--- src/rtl/lrs_arb_pkg.sv ---
// Package: shared helpers for the least-recently-served matrix arbiter.
// Assumes requester indices i < j < n.
package lrs_arb_pkg;

    // Flat position of pair (i,j), i<j, inside the packed upper triangle.
    function automatic int unsigned pair_idx(input int unsigned i,
                                             input int unsigned j,
                                             input int unsigned n);
        return i * n - (i * (i + 1)) / 2 + (j - i - 1);
    endfunction

endpackage

--- src/rtl/lrs_prio_matrix.sv ---
// Module: lrs_prio_matrix
// Holds one state bit per requester pair (i<j). A set bit means i outranks j.
// Drives the full precedence relation prec_o[a*N+b] = "a outranks b".
// On an accepted grant, the winner is placed below all others.
// Assumes gnt_i is one-hot or zero.
module lrs_prio_matrix #(
    parameter int unsigned NUM_REQ = 4
) (
    input  logic                       clk,
    input  logic                       rst_n,
    input  logic                       upd_i,
    input  logic [NUM_REQ-1:0]         gnt_i,
    output logic [NUM_REQ*NUM_REQ-1:0] prec_o
);
    import lrs_arb_pkg::*;

    localparam int unsigned PAIRS = NUM_REQ * (NUM_REQ - 1) / 2;

    logic [PAIRS-1:0] pair_q;
    logic [PAIRS-1:0] pair_nxt;
    logic             accept;

    assign accept = upd_i && (|gnt_i);

    // Next order: every pair bit that involves the winner points away from it.
    always_comb begin
        pair_nxt = pair_q;
        if (accept) begin
            for (int i = 0; i < NUM_REQ; i++) begin
                for (int j = i + 1; j < NUM_REQ; j++) begin
                    if (gnt_i[i]) begin
                        pair_nxt[pair_idx(i, j, NUM_REQ)] = 1'b0;
                    end else if (gnt_i[j]) begin
                        pair_nxt[pair_idx(i, j, NUM_REQ)] = 1'b1;
                    end
                end
            end
        end
    end

    // Order register: reset makes lower indices win, otherwise load the next order.
    always_ff @(posedge clk) begin
        if (!rst_n) begin
            pair_q <= '1;
        end else begin
            pair_q <= pair_nxt;
        end
    end

    // Expand the triangle into the full relation; the lower half is the complement.
    for (genvar a = 0; a < NUM_REQ; a++) begin : g_row
        for (genvar b = 0; b < NUM_REQ; b++) begin : g_col
            if (a < b) begin : g_up
                assign prec_o[a*NUM_REQ+b] = pair_q[pair_idx(a, b, NUM_REQ)];
            end else if (a > b) begin : g_lo
                assign prec_o[a*NUM_REQ+b] = ~pair_q[pair_idx(b, a, NUM_REQ)];
            end else begin : g_diag
                assign prec_o[a*NUM_REQ+b] = 1'b0;
            end
        end
    end

    AST_HOLD_NO_ACCEPT: assert property (@(posedge clk) disable iff (!rst_n)
        !accept |=> $stable(pair_q));

    for (genvar p = 0; p < NUM_REQ; p++) begin : g_chk_i
        for (genvar q = p + 1; q < NUM_REQ; q++) begin : g_chk_j
            localparam int unsigned IDX = pair_idx(p, q, NUM_REQ);
            AST_LOW_WINNER_DEMOTED: assert property (@(posedge clk) disable iff (!rst_n)
                (upd_i && gnt_i[p]) |=> !pair_q[IDX]);
            AST_HIGH_WINNER_DEMOTED: assert property (@(posedge clk) disable iff (!rst_n)
                (upd_i && gnt_i[q]) |=> pair_q[IDX]);
            AST_BYSTANDER_HOLD: assert property (@(posedge clk) disable iff (!rst_n)
                (!gnt_i[p] && !gnt_i[q]) |=> $stable(pair_q[IDX]));
        end
    end

endmodule

--- src/rtl/lrs_grant_pick.sv ---
// Module: lrs_grant_pick
// Combinational winner selection. A requester wins when it requests
// and no other active requester outranks it. Assumes prec_o from
// lrs_prio_matrix is a strict total order. clk and rst_n serve the checks only.
module lrs_grant_pick #(
    parameter int unsigned NUM_REQ = 4
) (
    input  logic                       clk,
    input  logic                       rst_n,
    input  logic [NUM_REQ-1:0]         req_i,
    input  logic [NUM_REQ*NUM_REQ-1:0] prec_i,
    output logic [NUM_REQ-1:0]         gnt_o
);
    logic [NUM_REQ-1:0] blocked;

    // Mark each requester that some active requester outranks, then grant the rest.
    always_comb begin
        blocked = '0;
        for (int i = 0; i < NUM_REQ; i++) begin
            for (int j = 0; j < NUM_REQ; j++) begin
                if (j != i && req_i[j] && prec_i[j*NUM_REQ+i]) begin
                    blocked[i] = 1'b1;
                end
            end
        end
        gnt_o = req_i & ~blocked;
    end

    AST_GNT_ONEHOT: assert property (@(posedge clk) disable iff (!rst_n)
        $onehot0(gnt_o));
    AST_GNT_IN_REQ: assert property (@(posedge clk) disable iff (!rst_n)
        (gnt_o & ~req_i) == '0);
    AST_ACTIVE_GETS_GRANT: assert property (@(posedge clk) disable iff (!rst_n)
        (|req_i) |-> $countones(gnt_o) == 1);

endmodule

--- src/rtl/lrs_matrix_arbiter.sv ---
// Module: lrs_matrix_arbiter (top)
// N-input least-recently-served arbiter. The grant is combinational from
// req_i. Raising upd_i with a nonzero grant commits it at the next edge.
// Assumes NUM_REQ >= 2.
module lrs_matrix_arbiter #(
    parameter int unsigned NUM_REQ = 4
) (
    input  logic               clk,
    input  logic               rst_n,
    input  logic [NUM_REQ-1:0] req_i,
    input  logic               upd_i,
    output logic [NUM_REQ-1:0] gnt_o
);
    localparam int unsigned CNT_W = $clog2(NUM_REQ + 1);

    logic [NUM_REQ*NUM_REQ-1:0] prec;
    logic [NUM_REQ-1:0]         gnt;

    lrs_prio_matrix #(.NUM_REQ(NUM_REQ)) u_matrix (
        .clk    (clk),
        .rst_n  (rst_n),
        .upd_i  (upd_i),
        .gnt_i  (gnt),
        .prec_o (prec)
    );

    lrs_grant_pick #(.NUM_REQ(NUM_REQ)) u_pick (
        .clk    (clk),
        .rst_n  (rst_n),
        .req_i  (req_i),
        .prec_i (prec),
        .gnt_o  (gnt)
    );

    assign gnt_o = gnt;

    // Fairness checker: per requester, count accepted grants to others while it waits.
    for (genvar k = 0; k < NUM_REQ; k++) begin : g_wait
        logic [CNT_W-1:0] wait_cnt;

        // Wait counter: clears when idle or served, counts rival wins, saturates.
        always_ff @(posedge clk) begin
            if (!rst_n || !req_i[k] || (upd_i && gnt[k])) begin
                wait_cnt <= '0;
            end else if (upd_i && (|gnt) && wait_cnt != CNT_W'(NUM_REQ)) begin
                wait_cnt <= wait_cnt + 1'b1;
            end
        end

        AST_NO_STARVATION: assert property (@(posedge clk) disable iff (!rst_n)
            wait_cnt < CNT_W'(NUM_REQ));
    end

endmodule

--- config.mk ---
export PLATFORM = sky130hd
export DESIGN_NAME = lrs_matrix_arbiter
export DESIGN_NICKNAME = d
export VERILOG_FILES = /design/src/rtl/lrs_arb_pkg.sv /design/src/rtl/lrs_prio_matrix.sv /design/src/rtl/lrs_grant_pick.sv /design/src/rtl/lrs_matrix_arbiter.sv
export SDC_FILE = /design/constraint.sdc
export NUM_CORES = 1
export LEC_CHECK = 0
export BUFFER_PORTS_ARGS = -buffer_cell sky130_fd_sc_hd__buf_2
export CORE_AREA = 2 2 39 41
export CTS_BUF_LIST = sky130_fd_sc_hd__clkbuf_4 sky130_fd_sc_hd__clkbuf_8
export DETAILED_ROUTE_END_ITERATION = 7
export DIE_AREA = 0 0 41 43
export GPL_TIMING_DRIVEN = 0
export HOLD_SLACK_MARGIN = 0.06
export SLEW_MARGIN = 20
export SYNTH_ARGS = -nofsm -noshare
export SYNTH_HDL_FRONTEND = slang
export SYNTH_SLANG_ARGS = --single-unit
--- constraint.sdc ---
create_clock -name clk -period 2.65 [get_ports clk]
set_input_delay 0.265 -clock clk [delete_from_list [all_inputs] [get_ports clk]]
set_output_delay 0.265 -clock clk [all_outputs]
set_load 0.1 [all_outputs]
Word-level counts from Yosys, hierarchy flattened
Cells that the tools add are included.

Bits of input ports: 7. Logic and storage cells: 61. Register bits after elaboration: 6. Output and inout port bits: 4.

Reduce and logical (&&, ||, !) cells: 26. Bitwise logic cells: 8. Mux-type cells: 21.

Operators by type and width (number): two-way mux 1 bit (21); logical AND 1 bit (13); AND reduction 2 bit (6); nonzero test 2 bit (6); inverter 1 bit (6); AND 4 bit (1); inverter 4 bit (1); OR reduction 4 bit (1).

Longest topological paths before layout
Gate-level depths: netlist of the first run.

Depth in word-level cells: 10. Gate-level depth with buffers: 3. Mapped depth without buffers: 3.

By module
From an unflattened synthesis of the first run, not the netlist that was laid out.

Cell total of the unflattened synthesis: 45. Area total of the unflattened synthesis: 345.3 um^2.

Modules (own cells, without submodules): lrs_prio_matrix (area each 275.3 um^2, cells each 33, instances 1); lrs_grant_pick (area each 70.1 um^2, cells each 12, instances 1).

Worst setup path after synthesis of the first run
Ideal clock, no wire load.

Path kind: register to output. From: register u_matrix.pair_q[3]. To: output gnt_o[1]. Path slack: -2759 ps. Cell stages (with the launch flop): 3. Data arrival time: 5144 ps. Cell sequence: dfxtp_1 > and2b_4 > a2111oi_0.

Word-level cells in the longest chain between the ends: 6.

RTL lines: from (decl) (line lrs_prio_matrix.sv:19) `logic [PAIRS-1:0] pair_q;`; from (signal assigned) (line lrs_prio_matrix.sv:46) `pair_q <= pair_nxt;`; inverter 1 bit (line lrs_prio_matrix.sv:56) `assign prec_o[a*NUM_REQ+b] = ~pair_q[pair_idx(b, a, NUM_REQ)];`; logical AND 1 bit (line lrs_grant_pick.sv:21) `if (j != i && req_i[j] && prec_i[j*NUM_REQ+i]) begin`; two-way mux 1 bit (2 in series) (line lrs_grant_pick.sv:21); inverter 4 bit (line lrs_grant_pick.sv:26) `gnt_o = req_i & ~blocked;`; AND 4 bit (line lrs_grant_pick.sv:26); to (decl) (line lrs_matrix_arbiter.sv:12) `output logic [NUM_REQ-1:0] gnt_o`.

Every way passes these cells.

Worst setup path in the final report of the first run
From: register u_matrix.pair_q[4]. To: output gnt_o[1].

Word-level cells in the longest chain between the ends: 5.

RTL lines (line): inverter 1 bit (lrs_prio_matrix.sv:56); logical AND 1 bit (lrs_grant_pick.sv:21); two-way mux 1 bit (lrs_grant_pick.sv:21); inverter 4 bit (lrs_grant_pick.sv:26); AND 4 bit (lrs_grant_pick.sv:26).

Every way passes these cells.

==> impl_metrics.env, run 1 <==
export IMPL_place_area_um2=447
export IMPL_grt_pass1_wl_mm=1.12
export IMPL_post_cts_buffers=0
export IMPL_drv_slew=0
export IMPL_crit_fanout=4
export IMPL_synth_top_family_by_area="simple AND/OR/NAND/NOR gates"
export IMPL_largest_reg_flops=6
export IMPL_synth_yosys_seq_area_share=0.324
export IMPL_ys_warn_count=0
export IMPL_synth_fa_ha_area_frac=0
export IMPL_port_buffers=10
export IMPL_largest_register="u_matrix.pair_q"
export IMPL_synth_xor_area_share=0
export IMPL_start_util=0.268
export IMPL_route_met3_wl_um=104
export IMPL_drt_pass1_iterations=4
export IMPL_first_iter_violations=9
export IMPL_cts_tree="yes"
export IMPL_cts_buffers=3
export IMPL_regArea_um2=120
export IMPL_synth_seq_cells=6
export IMPL_cts_root_buf="clkbuf_4"
export IMPL_grt_overflow=0
export IMPL_synth_compound_area_frac=0.291
export IMPL_cts_reportedPaths_clkPinSlew_ns=0.05
export IMPL_grt_use_total=0.101
export IMPL_die_area_um2=1760
export IMPL_dp_hpwl_um=637
export IMPL_die_h_um=43
export IMPL_synthSimpleGateAreaFrac=0.365
export IMPL_core_area_um2=1380
export IMPL_clockBufferDepth=2
export IMPL_totalWireLength_um=846
export IMPL_syn_area_um2=370
export IMPL_hold_viol_final=0
export IMPL_drive_gt1_frac=0.404
export IMPL_synth_top_area_frac=0.324
export IMPL_clk_latency_ns=0.25
export IMPL_top_layer="met3"
export IMPL_synthTopCellsByArea="dfxtp_1, nand2b_1, nor4b_4"
export IMPL_rsz0062_at_grt="no"
export IMPL_syn_to_final_growth_pct=26.7
export IMPL_cts_htree_levels=1
export IMPL_finalInstanceArea_um2=469
export IMPL_grt_max_degree=8
export IMPL_ant_nets=0
export IMPL_critical_path_arrival_ns=1.48
export IMPL_antenna_found_initial=0
export IMPL_vias=347
export IMPL_finalCritPeriodShare=0.659
export IMPL_period_minus_slack_ns=1.75
export IMPL_clock_skew_ns=0.00605
export IMPL_end_kind="output pin"
export IMPL_max_freq_ghz=0.572
export IMPL_finalSetupTns_ns=0
export IMPL_hp_class="input pin to register"
export IMPL_cts_resized_gates=0
export IMPL_p_total_mw=0.277
export IMPL_final_setup_viol_count=0
export IMPL_ir_drop_v=0.000341
export IMPL_antenna_cells=0
export IMPL_grt_pass1_vias=275
export IMPL_crit_required_ns=2.38
export IMPL_rows=14
export IMPL_relSlewSlack=0.679
export IMPL_wl_per_cell_um=12.4
export IMPL_ios=11
export IMPL_layout_cells_non_filler=68
export IMPL_path_class="register to output pin"
export IMPL_status="completed"
export IMPL_worst_pin_slew_ns=0.485
export IMPL_reg_largest_list="u_matrix.pair_q x6"
export IMPL_drc=0
export IMPL_post_synth_cell_area_avg_um2=9.50
export IMPL_wl_met1_um=382
export IMPL_dp_cells=65
export IMPL_synth_fp_nets=46
export IMPL_synth_top_cell_by_area="dfxtp_1"
export IMPL_cap_violations=0
export IMPL_fillCellCount=145
export IMPL_die_w_um=41
export IMPL_nets=61
export IMPL_p_leak_nw=0.212
export IMPL_synthDistinctLibCells=22
export IMPL_routed_wl_met2_um=358
export IMPL_p_per_area_nw_per_um2=590
export IMPL_multiInputGateArea_um2=249
export IMPL_synthMuxAreaShare=0
export IMPL_cp_start_kind="register"
export IMPL_numClockSinks=6
export IMPL_postSynthCellCount=39
export IMPL_vias_per_cell=5.10
export IMPL_whs_ns=0.252
export IMPL_ctsHoldBuffers=0
export IMPL_gp_congestion=0.696
==> cells in the final DEF, fill, tap and decap left out, types with 2 or more instances in the layout <==
master	netlist	layout
clkbuf_4	0	3
nand2b_1	5	5
buf_2	0	10
dfxtp_1	6	6
inv_1	2	2
nand2_1	4	4
and3_1	2	2
o21ai_0	3	3
a31oi_1	2	2
==> final timing paths <==
check                                   from                              end  slack (ns)  depth (start not counted)
max          u_matrix.pair_q[4]$_SDFFE_PN1P_                         gnt_o[1]        0.90                          3
min                                    rst_n  u_matrix.pair_q[3]$_SDFFE_PN1P_        0.25                          2
max reg2reg  u_matrix.pair_q[3]$_SDFFE_PN1P_  u_matrix.pair_q[4]$_SDFFE_PN1P_        1.53                          3
min reg2reg  u_matrix.pair_q[2]$_SDFFE_PN1P_  u_matrix.pair_q[2]$_SDFFE_PN1P_        0.48                          2
==> layer usage <==
layer | GRT usage | up-vias
li1 | - | 178
met1 | 0.112 | 155
met2 | 0.141 | 14
met3 | 0.0942 | 0
met4 | 0.0200 | 0
met5 | 0 | -
==> per-stage QoR <==
stage / setup slack (ns) / util
floorplan: 0.0261 / -
global placement: 1.09 / 0.323
detailed placement: 1.09 / 0.323
CTS: 0.908 / 0.339
global route: 0.830 / 0.339
finish: 0.903 / 0.339
==> critical path, stage by stage, from the launching register on <==
cell	delay (ns)
dfxtp_1	0.42
nor2b_4	0.08
a2111oi_2	0.26
buf_2	0.48
==> synthesized netlist by cell type, drive strengths merged <==
| cell type | number |
|---|---|
| and2 | 1 |
| nand4 | 1 |
| and3 | 2 |
| inv | 2 |
| nor4b | 1 |
| o2111a | 1 |
| a32oi | 1 |
| a2111oi | 1 |
| a22oi | 1 |
| a21boi | 1 |
| nand2b | 5 |
| and4 | 1 |
| a2bb2oi | 2 |
| a41oi | 1 |
| nor2b | 1 |
| o21ai | 3 |
| nand2 | 5 |
| and2b | 1 |
| a31oi | 2 |
| dfxtp | 6 |
==> cell families (layout without fill, tap and decap cells) <==
family / count (synthesis) / in the layout
AOI/OAI and AO/OA: 13 / 13
DFF: 6 / 6
buffers and inverters: 2 / 15
and+or+nand+nor: 18 / 18
==> power by group <==
group / total (mW) / switching (mW) / internal (mW)
combinational: 0.0845 / 0.0586 / 0.0259
clock: 0.0883 / 0.0369 / 0.0515
sequential: 0.104 / 0.00634 / 0.0977
==> layout make-up <==
type	count	share of cell area
multi-input cells	31	0.531
flip-flops and latches	6	0.256
repair buffers	10	0.107
clock buffers	3	0.0480
well taps	16	0.0427
inverters	2	0.0160
Note: power is estimated with default switching activity, not from simulation.
==> run 2: changes to the inputs <==
==> constraint.sdc (replaced) <==
create_clock -name clk -period 1.5 [get_ports clk]
set_input_delay 0.15 -clock clk [delete_from_list [all_inputs] [get_ports clk]]
set_output_delay 0.15 -clock clk [all_outputs]
set_load 0.1 [all_outputs]
==> run 2 against run 1 <==
Against the previous run:
- cell count unchanged
- critical path type unchanged
- clock-buffer cell count unchanged
- cell area is 8.3% higher
- clock skew down 0.0045 ns
- worst hold slack got worse by 0.089 ns
- setup slack worse by 0.82 ns
- register-to-register slack lost 1.2 ns
- global-route usage up 2.7 points
- first-iteration DRC count increased by 44%
- combinational power rose by 95%
==> impl_metrics.env, run 2 (synthesis gave the netlist of run 1 again) <==
export IMPL_grt_pass1_wl_mm=1.49
export IMPL_crit_fanout=3
export IMPL_crit_required_ns=1.35
export IMPL_largest_reg_flops=6
export IMPL_end_kind="output pin"
export IMPL_p_sw_frac=0.360
export IMPL_post_cts_buffers=0
export IMPL_period_minus_slack_ns=1.41
export IMPL_relSlewSlack=0.781
export IMPL_netSwitchingPower_mw=0.180
export IMPL_worstRegToRegCells=3
export IMPL_antenna_cells=0
export IMPL_cts_root_buf="clkbuf_4"
export IMPL_core_area_um2=1380
export IMPL_cts_reportedPaths_clkPinSlew_ns=0.05
export IMPL_drv_slew=0
export IMPL_cts_htree_levels=1
export IMPL_rsz0062_at_grt="no"
export IMPL_pwr_share_clk=0.301
export IMPL_r2r_end="u_matrix.pair_q[3]$_SDFFE_PN1P_"
export IMPL_port_buffers=10
export IMPL_clockBufferDepth=2
export IMPL_path_class="register to output pin"
export IMPL_min_from="rst_n"
export IMPL_syn_to_final_growth_pct=37.2
export IMPL_layout_common_cells="buf_2, nand2b_1, dfxtp_1, nand2_1, clkbuf_4"
export IMPL_first_iter_violations=13
export IMPL_pwr_share_comb=0.328
export IMPL_p_per_area_nw_per_um2=986
export IMPL_reg_largest_list="u_matrix.pair_q x6"
export IMPL_r2r_start="u_matrix.pair_q[3]$_SDFFE_PN1P_"
export IMPL_ios=11
export IMPL_finalCritPeriodShare=0.942
export IMPL_grt_use_total=0.129
export IMPL_drive_gt1_frac=0.481
export IMPL_cts_tree="yes"
export IMPL_power_frac_seq=0.371
export IMPL_cap_violations=0
export IMPL_antenna_found_initial=0
export IMPL_final_setup_viol_count=0
export IMPL_cts_buffers=3
export IMPL_numClockSinks=6
export IMPL_cp_start_kind="register"
export IMPL_status="completed"
export IMPL_wl_per_cell_um=13.1
export IMPL_dp_hpwl_um=691
export IMPL_path_cells="and2b_4 > a2111oi_4 > buf_6"
export IMPL_clock_skew_ns=0.00158
export IMPL_r2r_slack_ns=0.35
export IMPL_post_place_ws_ns=0.107
export IMPL_hp_class="input pin to register"
export IMPL_largest_register="u_matrix.pair_q"
export IMPL_p_leak_nw=0.215
export IMPL_internal_power_mw=0.321
export IMPL_totalWireLength_um=889
export IMPL_die_area_um2=1760
export IMPL_cp_slowest_cell="dfxtp_1"
export IMPL_drc=0
export IMPL_grt_overflow=0
export IMPL_start_util=0.268
export IMPL_worst_pin_slew_ns=0.327
export IMPL_die_h_um=43
export IMPL_cp_startpoint="u_matrix.pair_q[3]$_SDFFE_PN1P_"
export IMPL_grt_max_degree=8
export IMPL_vias=365
export IMPL_min_to="u_matrix.pair_q[4]$_SDFFE_PN1P_"
export IMPL_hold_viol_final=0
export IMPL_final_common_cell="buf_2"
export IMPL_critical_path_arrival_ns=1.26
export IMPL_nets=61
export IMPL_grt_pass1_vias=361
export IMPL_setup_slack_ns=0.0866
export IMPL_ir_drop_v=0.000283
export IMPL_max_freq_ghz=0.708
export IMPL_vias_per_cell=5.37
export IMPL_critPathMaxStageDelay_ns=0.34
export IMPL_drt_pass1_iterations=4
export IMPL_whs_path_depth=2
export IMPL_gp_congestion=0.718
export IMPL_rows=14
export IMPL_clk_latency_ns=0.24
export IMPL_ant_nets=0
export IMPL_finalSetupTns_ns=0
export IMPL_die_w_um=41
==> run 2: per-layer routing <==
layer,up-vias,GRT usage,share of wire,wire (um)
met5,-,0,0,0
li1,178,-,-,-
met2,13,0.197,0.51,453
met1,174,0.141,0.42,376
met4,0,0.0800,0,0
met3,0,0.0471,0.065,58
==> run 2: final cells by class <==
cell class / count / area (um2)
fillers: 140 / 876
multi-input cells: 31 / 269
flip-flops and latches: 6 / 121
repair buffers: 10 / 67.6
clock buffers: 3 / 22.5
well taps: 16 / 20.0
inverters: 2 / 7.51
==> run 2: worst max path at each step <==
stage               endpoint  slack [ns]  cells past startpoint
floorplan           gnt_o[1]       -0.25                      2
global placement    gnt_o[3]        0.12                      3
detailed placement  gnt_o[3]        0.11                      3
CTS                 gnt_o[3]        0.02                      3
global route        gnt_o[1]        0.03                      3
finish              gnt_o[1]        0.09                      3
==> run 2: per-stage QoR <==
step	cell area (um2)	power (mW)	util	instances	hold slack, ns
after floorplan	392	0.306	-	39	0.226
after global placement	462	0.342	0.334	65	0.404
after detailed placement	462	0.343	0.334	65	0.413
after CTS	499	0.505	0.361	68	0.157
after global routing	508	0.533	0.367	68	0.159
final	508	0.501	0.367	68	0.163
==> run 2: power groups by stage <==
| stage | logic [mW] | clock network, mW | registers, mW |
|---|---|---|---|
| after detailed placement | 0.155 | 0 | 0.188 |
| after floorplan | 0.122 | 0 | 0.185 |
| after global routing | 0.174 | 0.172 | 0.188 |
| after CTS | 0.163 | 0.158 | 0.185 |
| final | 0.165 | 0.151 | 0.186 |
| after global placement | 0.155 | 0 | 0.188 |
==> run 2: repair_timing <==
| action | CTS | global route |
|---|---|---|
| hold buffers | 0 | 0 |
| gates resized for setup | 5 | 3 |
| endpoints found under the setup margin | 3 | 2 |
==> run 2: worst max-delay path, delay by kind of cell, from the launching register on <==
kind	cells	cell delay, ns
compound gates	1	0.20
simple gates	1	0.21
buf+inv	1	0.27
flops	1	0.34
